## src/rtl/mac_csel.sv

```systemverilog
module mac_csel #(
  parameter int OPW  = 8,
  parameter int ACCW = 20,
  parameter int GRP  = 4
) (
  input  logic            clk,
  input  logic            rst_n,
  input  logic            in_valid,
  input  logic [OPW-1:0]  a,
  input  logic [OPW-1:0]  b,
  input  logic            clear,
  output logic [ACCW-1:0] acc,
  output logic            acc_valid,
  output logic            overflow
);
  localparam int PW   = 2*OPW;
  localparam int NG   = (ACCW + GRP - 1) / GRP;
  localparam int PADW = NG * GRP;

  logic [PW-1:0]   prod_q;
  logic            prod_v;
  logic [ACCW-1:0] acc_q;
  logic            vld_q, ovf_q;

  logic [PADW-1:0] opx, opy, sum_pad;
  logic [NG:0]     cy;

  assign opx   = PADW'(acc_q);
  assign opy   = PADW'(prod_q);
  assign cy[0] = 1'b0;

  for (genvar g = 0; g < NG; g++) begin : g_csel
    logic [GRP:0] s0, s1;
    assign s0 = {1'b0, opx[g*GRP +: GRP]} + {1'b0, opy[g*GRP +: GRP]};
    assign s1 = {1'b0, opx[g*GRP +: GRP]} + {1'b0, opy[g*GRP +: GRP]} + (GRP+1)'(1);
    assign sum_pad[g*GRP +: GRP] = cy[g] ? s1[GRP-1:0] : s0[GRP-1:0];
    assign cy[g+1] = cy[g] ? s1[GRP] : s0[GRP];
  end

  logic [ACCW-1:0] sum_w;
  logic            cout_w;
  assign sum_w = sum_pad[ACCW-1:0];
  if (PADW == ACCW) begin : g_cout_full
    assign cout_w = cy[NG];
  end else begin : g_cout_pad
    assign cout_w = sum_pad[ACCW];
  end

  always_ff @(posedge clk) begin
    if (!rst_n) begin
      prod_q <= '0;
      prod_v <= 1'b0;
    end else begin
      prod_q <= PW'(a) * PW'(b);
      prod_v <= in_valid;
    end
  end

  always_ff @(posedge clk) begin
    if (!rst_n || clear) begin
      acc_q <= '0;
      vld_q <= 1'b0;
      ovf_q <= 1'b0;
    end else begin
      vld_q <= prod_v;
      if (prod_v) begin
        acc_q <= sum_w;
        ovf_q <= ovf_q | cout_w;
      end
    end
  end

  assign acc       = acc_q;
  assign acc_valid = vld_q;
  assign overflow  = ovf_q;

  assert_csel_sum_R2: assert property (@(posedge clk) disable iff (!rst_n)
    {cout_w, sum_w} == ({1'b0, acc_q} + (ACCW+1)'(prod_q)));
  assert_clear_R4: assert property (@(posedge clk) disable iff (!rst_n)
    clear |=> (acc == '0 && !overflow && !acc_valid));
  assert_hold_R5: assert property (@(posedge clk) disable iff (!rst_n)
    (!clear && !prod_v) |=> $stable(acc));
  assert_sticky_R6: assert property (@(posedge clk) disable iff (!rst_n)
    (overflow && !clear) |=> overflow);
  assert_valid_R3: assert property (@(posedge clk) disable iff (!rst_n)
    (!clear && prod_v) |=> acc_valid);
endmodule

```

## config.mk

```make
export PLATFORM = sky130hd
export DESIGN_NAME = mac_csel
export DESIGN_NICKNAME = d
export VERILOG_FILES = /design/src/rtl/mac_csel.sv
export SDC_FILE = /design/constraint.sdc
export NUM_CORES = 1
export LEC_CHECK = 0
export BUFFER_PORTS_ARGS = -buffer_cell sky130_fd_sc_hd__clkbuf_2
export CAP_MARGIN = 10
export CORE_ASPECT_RATIO = 0.6
export CORE_MARGIN = 4
export CORE_UTILIZATION = 60
export DETAILED_ROUTE_END_ITERATION = 8
export PLACE_DENSITY = 0.8
export SYNTH_ARGS = -nofsm -noshare
export SYNTH_HDL_FRONTEND = slang
export SYNTH_SLANG_ARGS = --single-unit
```

## constraint.sdc

```tcl
create_clock -name clk -period 10 [get_ports clk]
set_input_delay 0 -clock clk [delete_from_list [all_inputs] [get_ports clk]]
set_output_delay 0 -clock clk [all_outputs]
set_load 0.05 [all_outputs]
```

[Word-level counts from Yosys, hierarchy flattened]
Index checks and enable logic that the tools add are counted.
Widths: inputs -> output; s select.
Operators by class
  add/subtract/negate cells: 8
  reduce and logical (&&, ||, !) cells: 3
  bitwise operators: 1
  $mul: 1
  multiplexer cells: 7
Operators with widths (number)
  $add 4x4->5: 4
  $mul 8x8->16: 1
  $add 5x1->5 const B: 3
  $mux 4: 3
  $add 4x1->5 const B: 1
  $mux 1: 4
  $reduce_and 2->1: 1
  $logic_not 1->1: 1
  $logic_or 1x1->1: 1
  $or 1x1->1: 1
Storage, ports and cells
  output and inout port bits: 22
  word-level logic and storage cells: 26
  flip-flop bits (word level): 39

[Depth between registers and ports, before layout]
Gate-level depths: netlist (run 1).
  word-level depth: 7
  depth in mapped cells: 17
  depth with buffers taken out: 17

[Least setup slack after synthesis (run 1)]
No wires, ideal clock.
  path type: input to register
  start point: input a[1]
  end point: register prod_q[15]
  path buffers: 0
  setup slack: 6214 ps
  stages on the path: 15
  data arrival time: 3671 ps
  cell sequence: and2_1 > fa_1 > fa_1 > inv_1 > fa_1 > fa_1 > inv_1 > ha_1 > o21ai_0 > a21boi_0 > o21ai_1 > o211ai_1 > o41ai_1 > xnor2_1 > and2_1
Between the ends
  word-level cells in the longest chain between the ends: 1
Ends and longest elaborated chain
  start, declared: RTL line 9  | input logic [OPW-1:0] a,
  $mul 8x8->16: RTL line 54  | prod_q <= PW'(a) * PW'(b);
  end signal, assigned: RTL line 54
  end, declared: RTL line 20  | logic [PW-1:0] prod_q;
No other way between the ends.
A chain may end at the register's enable or synchronous reset.

[Worst setup path in the final report (run 1)]
Ends and elaborated chain as after synthesis.

==> flow_metrics.tcl, run 1 <==
set metrics [dict create \
    r2r_start "acc[4]" \
    htreeDepth 2 \
    cts.sink_count 39 \
    p_per_area_nw_per_um2 177 \
    timing.hold.worst_path_depth 2 \
    die_y_um 71.9 \
    mappedNetlistArea_um2 4080 \
    clk_pin_slew_worst_paths_ps 60 \
    post-route-util_pct 71.6 \
    max_slew.worst_pin.slew_ps 1000 \
    initial_antenna_violation_count 0 \
    remaining_drc_errors 0 \
    hold_path_startpoint "a[0]" \
    grt_start_max_net_pins 29 \
    kind_of_end_point_of_the_critical_path "register" \
    synth_flop_cell "sky130_fd_sc_hd__dfxtp_1" \
    vdd.ir_drop.worst_mv 0.107 \
    final.fill_count 480 \
    worstPathRequired_ps 10180 \
    final_antenna_net_count 0 \
    multi_input_area_um2 3050 \
    layout.cells.most_common "sky130_fd_sc_hd__and2_1" \
    critPathLaunchType "input port" \
    drt_iter0_markers 118 \
    ys_warn_count 0 \
    design.core.area_um2 6360 \
    cts.path.max_buffers 2 \
    syn_to_final_growth_pct 11.5 \
    rsz_0062_raised_after_global_routing "no" \
    power.static_leakage_nw 2.27 \
    wire_length_of_the_first_global_routing_pass_mm 13.9 \
    routedWlPerCell_um 14.0 \
    synth-edff-count 0 \
    post_cts_resize_count 0 \
    critPathLaunch "a[1]" \
    grt.overflow.total 0 \
    stdcell_count 572 \
    status "complete, no violations" \
    fin_nets 603 \
    area.sequential_um2 781 \
    fin_crit_sh_pct 40.3 \
    rows 22 \
    design.die.area_um2 8230 \
    drt_first_pass_iters 4 \
    dp.final_hpwl_mm 6.61 \
    synth_cell_types 46 \
    place.detailed.instances 563 \
    drv.max_cap_violation_count 0 \
    dieWidth_um 114 \
    worst_r2r_path_depth 10 \
    holdBufCountCts 1 \
    gp_routability_congestion 0.966 \
    hold_path_class "input port to register" \
    hold_viol 0 \
    fmaxAchievable_ghz 0.248 \
    number_of_setup_violations_in_the_final_report 0 \
    boundaryPins 42 \
    final_cell_mix "60 x sky130_fd_sc_hd__and2_1, 57 x sky130_fd_sc_hd__inv_1, 56 x sky130_fd_sc_hd__ha_1" \
    via_count_of_the_first_global_routing_pass 2998 \
    tritoncts_clock_tree "done" \
    postRouteWirelength_mm 8.00 \
    setup-tns-final_ps 0 \
    clockRootBuffer "sky130_fd_sc_hd__clkbuf_16" \
    crit_type "input port to register" \
    synthArstFlopShare_pct 0 \
    clock_skew_ps 3.41 \
    critical_path_peak_fanout 8 \
    diodes 0 \
    cts_setup_buffers 0 \
    cts-buffers-inserted 5 \
    port-buffer-count 41 \
    post_route_cells_drive_above_1_share_pct 11.7 \
    worst_skew_pair_later_pin_latency_ps 290 \
    min_cycle_time_layout_ps 4030 \
    vias 3117 \
    syn-num-nets 562 \
    r2r_slack_ps 6790 \
    viasPerCell 5.45 \
    globalRouteTotalUtil_pct 20.9 \
    min_delay_worst_endpoint "prod_q[0]" \
    signal_arrival_time_at_the_worst_endpoint_ps 4220 \
    finalMaxSlewViolations 0 \
    initial_core_util_pct 64.2 \
    worst_slew_margin_relative_to_its_limit_pct 33.1 \
    endpoint_of_the_lowest_slack_register_to_register_path "acc[19]" \
    yosys_register_bits 39 \
    seq_area_frac_synth_pct 19.1 \
    postSynthAreaPerCell_um2 9.15 \
    syn_inst 446 \
]
-- cells by family (layout without fill, tap and decap cells) --
group	count (synthesis)	after routing	synth area share [%]
buf+inv	65	107	6.25
mux	13	13	3.19
simple gates	154	154	20.6
flops	39	39	19.1
compound gates	57	57	9.13
xor+xnor	22	22	4.90
fa+ha+maj	96	96	36.8
-- stage by stage --
| stage | total power, mW | hold WS (ps) | setup WS (ps) | area [um^2] |
|---|---|---|---|---|
| after global routing | 0.879 | 85.2 | 5780 | 4550 |
| final | 0.807 | 86.8 | 5970 | 4550 |
| after floorplan | 0.516 | 127 | 6210 | 4080 |
| after detailed placement | 0.598 | 212 | 5750 | 4350 |
| after global placement | 0.578 | 207 | 5860 | 4350 |
| after CTS | 0.809 | 85.1 | 6020 | 4550 |
-- final cells by class --
cell class,instances,share of cell area (%)
Inverter,57,4.70
Tap cell,84,2.31
Clock buffer,6,2.83
Clock inverter,2,1.32
Sequential cell,39,17.2
Multi-Input combinational cell,342,67.0
Timing Repair Buffer,42,4.73
-- report_power, final --
group,leakage (nW),internal [mW],switching (mW),total [mW]
combinational,1.86,0.181,0.226,0.407
sequential,0.319,0.179,0.0136,0.192
clock,0.0911,0.143,0.0646,0.208
-- registers in the layout, indices dropped and copies added, names as in the netlist --
name and cells:
acc 20, acc_valid 1, overflow 1, prod_q 16, prod_v 1
-- metal layers --
metal	share of wire, %	GRT usage (%)	vias up
met5	0	0	-
met4	1.1	5.01	0
met3	5.6	4.92	7
met2	45	32.3	65
met1	48	30.0	1498
li1	-	-	1547
-- synth_stat cells (5+ instances only) --
cell type	number	area [um^2]
sky130_fd_sc_hd__and2_1	60	375
sky130_fd_sc_hd__inv_1	57	214
sky130_fd_sc_hd__ha_1	56	701
sky130_fd_sc_hd__fa_1	40	801
sky130_fd_sc_hd__dfxtp_1	39	781
sky130_fd_sc_hd__nor2_1	27	101
sky130_fd_sc_hd__nand2_1	24	90.1
sky130_fd_sc_hd__a21oi_1	18	90.1
sky130_fd_sc_hd__xnor2_1	16	140
sky130_fd_sc_hd__mux2i_1	13	130
sky130_fd_sc_hd__o21ai_0	11	55.1
sky130_fd_sc_hd__a211oi_1	7	52.6
sky130_fd_sc_hd__nand3_1	7	35.0
sky130_fd_sc_hd__clkbuf_1	6	22.5
sky130_fd_sc_hd__nand2b_1	6	37.5
sky130_fd_sc_hd__nor2b_1	6	37.5
sky130_fd_sc_hd__a21o_1	5	37.5
sky130_fd_sc_hd__xor2_1	5	43.8
-- critical path, cell delays in order --
cell and delay [ps]:
sky130_fd_sc_hd__clkbuf_2 140, sky130_fd_sc_hd__and2_1 190, sky130_fd_sc_hd__fa_1 450, sky130_fd_sc_hd__fa_1 550, sky130_fd_sc_hd__inv_1 50, sky130_fd_sc_hd__fa_1 460, sky130_fd_sc_hd__fa_1 560, sky130_fd_sc_hd__inv_1 50
sky130_fd_sc_hd__ha_1 320, sky130_fd_sc_hd__o21ai_0 140, sky130_fd_sc_hd__a21boi_0 170, sky130_fd_sc_hd__o21ai_1 330, sky130_fd_sc_hd__o211ai_1 200, sky130_fd_sc_hd__o41ai_1 350, sky130_fd_sc_hd__xnor2_1 110, sky130_fd_sc_hd__and2_1 160
-- worst max path at each step --
stage	to	slack [ps]	cells past startpoint
final	prod_q[15]	5970	16
after CTS	prod_q[15]	6020	16
after global placement	prod_q[15]	5860	16
after detailed placement	prod_q[15]	5750	16
after global routing	prod_q[15]	5780	17
after floorplan	prod_q[15]	6210	15
Power figures use the tool's default switching activity.
==> inputs of run 2 (changes only) <==
--- a/config.mk
+++ b/config.mk
@@ -5,6 +5,7 @@
 export SDC_FILE = /design/constraint.sdc
 export NUM_CORES = 1
 export LEC_CHECK = 0
+export ABC_AREA = 1
 export BUFFER_PORTS_ARGS = -buffer_cell sky130_fd_sc_hd__clkbuf_2
 export CAP_MARGIN = 10
 export CORE_ASPECT_RATIO = 0.6
==> constraint.sdc (replaced) <==
create_clock -name clk -period 3.84 [get_ports clk]
set_input_delay 0 -clock clk [delete_from_list [all_inputs] [get_ports clk]]
set_output_delay 0 -clock clk [all_outputs]
set_load 0.05 [all_outputs]
==> run 2 against run 1 <==
Effect of this change: sequential power rose to 2.6 times the previous value; power rose to 2.7 times the previous value; global-route usage rose by 1.6 points; synthesized area rose by 8.2%; synthesized cell count rose by 34%; critical path depth rose by 2; clock skew rose by 2.0 ps; sequential share of layout area fell by 1.5 points; cell count rose by 29%; critical path type unchanged; largest power group unchanged.
==> flow_metrics.tcl, run 2 <==
set metrics [dict create \
    mappedNetlistArea_um2 4420 \
    placed_area_um2 4820 \
    hold_path_class "input port to register" \
    status "complete, no violations" \
    worstPathRequired_ps 4010 \
    diodes 0 \
    signal_arrival_time_at_the_worst_endpoint_ps 3730 \
    timing.final.ws_setup_ps 278 \
    syn_inst 599 \
    critPathLaunchType "input port" \
    ys_warn_count 0 \
    most_instantiated_library_cell_after_synthesis "sky130_fd_sc_hd__inv_1" \
    final.fill_count 581 \
    power.switching_fraction_pct 42.5 \
    final_antenna_net_count 0 \
    drt_first_pass_iters 5 \
    fin_nets 765 \
    layout.cells.most_common "sky130_fd_sc_hd__inv_1" \
    r2r_start "acc[4]" \
    critPathLaunch "b[3]" \
    grt.overflow.total 0 \
    p_per_area_nw_per_um2 434 \
    synth_flop_cell "sky130_fd_sc_hd__dfxtp_1" \
    min_cycle_time_layout_ps 3560 \
    drt_iter0_markers 256 \
    power.total_mw 2.17 \
    crit_type "input port to register" \
    synthArstFlopShare_pct 0 \
    initial_core_util_pct 63.9 \
    syn_to_final_growth_pct 13.1 \
    globalRouteTotalUtil_pct 22.6 \
    rsz_0062_raised_after_global_routing "no" \
    cts.path.max_buffers 2 \
    design.core.area_um2 6910 \
    drv.max_cap_violation_count 0 \
    vias 3782 \
    power.share.sequential_pct 23.0 \
    gate_power_share_pct 56.8 \
    syn-num-nets 715 \
    clockRootBuffer "sky130_fd_sc_hd__clkbuf_16" \
    yosys.area.top_type_share_pct 18.1 \
    stdcell_area_um2 4990 \
    tritoncts_clock_tree "done" \
    via_count_of_the_first_global_routing_pass 3605 \
    post_route_cells_drive_above_1_share_pct 15.1 \
    seq_area_frac_synth_pct 17.7 \
    fmaxAchievable_ghz 0.281 \
    netlist.top_cell.by_area "sky130_fd_sc_hd__fa_1" \
    post_synth_main_area_contributors "sky130_fd_sc_hd__fa_1 18%, sky130_fd_sc_hd__dfxtp_1 18%, sky130_fd_sc_hd__ha_1 16%" \
    gp_routability_congestion 0.897 \
    synth_cell_types 37 \
    vdd.ir_drop.worst_mv 0.219 \
    cts-buffers-inserted 5 \
    power.static_leakage_nw 3.03 \
    port-buffer-count 41 \
    dieWidth_um 119 \
    dpl_worst_slack_ps -74.1 \
    finalMaxSlewViolations 0 \
    fin_crit_sh_pct 92.8 \
    grt_start_max_net_pins 26 \
    remaining_drc_errors 0 \
    viasPerCell 5.13 \
    post-route-util_pct 72.3 \
    postRouteWirelength_mm 9.48 \
    worst_skew_pair_later_pin_latency_ps 280 \
    die_y_um 74.5 \
    number_of_setup_violations_in_the_final_report 0 \
    worst_slew_margin_relative_to_its_limit_pct 58.2 \
    yosys_register_bits 39 \
    postSynthAreaPerCell_um2 7.37 \
    cts.sink_count 39 \
    htreeDepth 2 \
    wire_length_of_the_first_global_routing_pass_mm 16.2 \
    boundaryPins 42 \
    routedWlPerCell_um 12.9 \
    max_slew.worst_pin.slew_ps 625 \
    clock_power_share_pct 20.1 \
    design.die.area_um2 8840 \
    dp.final_hpwl_mm 7.78 \
    kind_of_end_point_of_the_critical_path "register" \
    critical_path_peak_fanout 7 \
    initial_antenna_violation_count 0 \
    power.net_switching_mw 0.921 \
    clock_skew_ps 5.38 \
    largest_reg_flops 20 \
    internal_power_mw 1.25 \
    clk_pin_slew_worst_paths_ps 60 \
    synth-edff-count 0 \
    cts_setup_buffers 0 \
    rows 23 \
    final_cell_mix "152 x sky130_fd_sc_hd__inv_1, 115 x sky130_fd_sc_hd__nand2_1, 56 x sky130_fd_sc_hd__ha_1" \
    hold_viol 0 \
    hold_path_startpoint "b[0]" \
    synth_commonest_cells "152 x sky130_fd_sc_hd__inv_1, 115 x sky130_fd_sc_hd__nand2_1, 56 x sky130_fd_sc_hd__ha_1" \
]
==> run 2: path summary, 6_finish.rpt <==
path | to | slack, ps | cells past startpoint
min reg2reg | acc[17] | 520 | 2
max | prod_q[15] | 280 | 18
min | prod_q[0] | 70 | 3
max reg2reg | overflow | 1380 | 13
==> run 2: per-layer routing <==
metal / wire [um] / share of wire (%) / up-vias / track usage [%]
met1: 4540 / 48 / 1736 / 32.2
met3: 660 / 7.0 / 9 / 4.26
li1: - / - / 1915 / -
met5: 0 / 0 / - / 0
met2: 4210 / 44 / 122 / 37.2
met4: 59 / 0.62 / 0 / 3.21
==> run 2: power by group through the flow <==
stage	Clock (mW)	Combinational, mW	Sequential [mW]
2_1_floorplan	0	0.859	0.521
3_3_place_gp	0	1.15	0.506
3_5_place_dp	0	1.20	0.507
4_1_cts	0.444	1.22	0.499
5_1_grt	0.463	1.41	0.505
6_report	0.436	1.23	0.499
==> run 2: cell families (layout without fill, tap and decap cells) <==
logic type / after synthesis / in the layout / share of synthesized area [%]
xor gates and xnor gates: 15 / 15 / 2.98
adders and majority gates: 96 / 96 / 34.0
buffers and inverters: 176 / 227 / 15.0
AOI/OAI and AO/OA: 70 / 70 / 9.04
DFF: 39 / 39 / 17.7
and+or+nand+nor: 203 / 203 / 21.3
==> run 2: area by class of cell <==
type	count	area [um^2]	area share [%]
clock buffers	7	153	3.06
clock inverters	1	7.51	0.150
well taps	87	109	2.18
inverters	154	578	11.6
repair buffers	65	388	7.77
multi-input cells	384	2980	59.6
flip-flops and latches	39	781	15.6
==> run 2: critical path: stages <==
cell and delay [ps]:
sky130_fd_sc_hd__clkbuf_2 160, sky130_fd_sc_hd__buf_4 170, sky130_fd_sc_hd__nand2_1 50, sky130_fd_sc_hd__inv_1 50, sky130_fd_sc_hd__fa_1 520, sky130_fd_sc_hd__fa_1 440, sky130_fd_sc_hd__fa_1 540, sky130_fd_sc_hd__inv_1 50
sky130_fd_sc_hd__fa_1 520, sky130_fd_sc_hd__inv_1 40, sky130_fd_sc_hd__ha_1 340, sky130_fd_sc_hd__nand2_1 80, sky130_fd_sc_hd__inv_1 50, sky130_fd_sc_hd__a221o_1 310, sky130_fd_sc_hd__nand2_1 60, sky130_fd_sc_hd__nand3_1 110
sky130_fd_sc_hd__o21ai_0 190, sky130_fd_sc_hd__a21oi_1 50
==> run 2: repair_timing <==
item	4_1_cts	5_1_grt
endpoints found under the setup margin	0	1
gates resized for setup	0	3
hold endpoints to repair	1	0
hold buffers	1	0
==> run 2: per-stage QoR <==
stage / TNS [ps] / hold WS (ps) / std cells
after floorplan: 0 / 97.6 / 599
after detailed placement: -74.1 / 204 / 728
after global placement: 0 / 187 / 728
after CTS: 0 / 64.0 / 737
after global routing: 0 / 80.3 / 737
final: 0 / 69.9 / 737
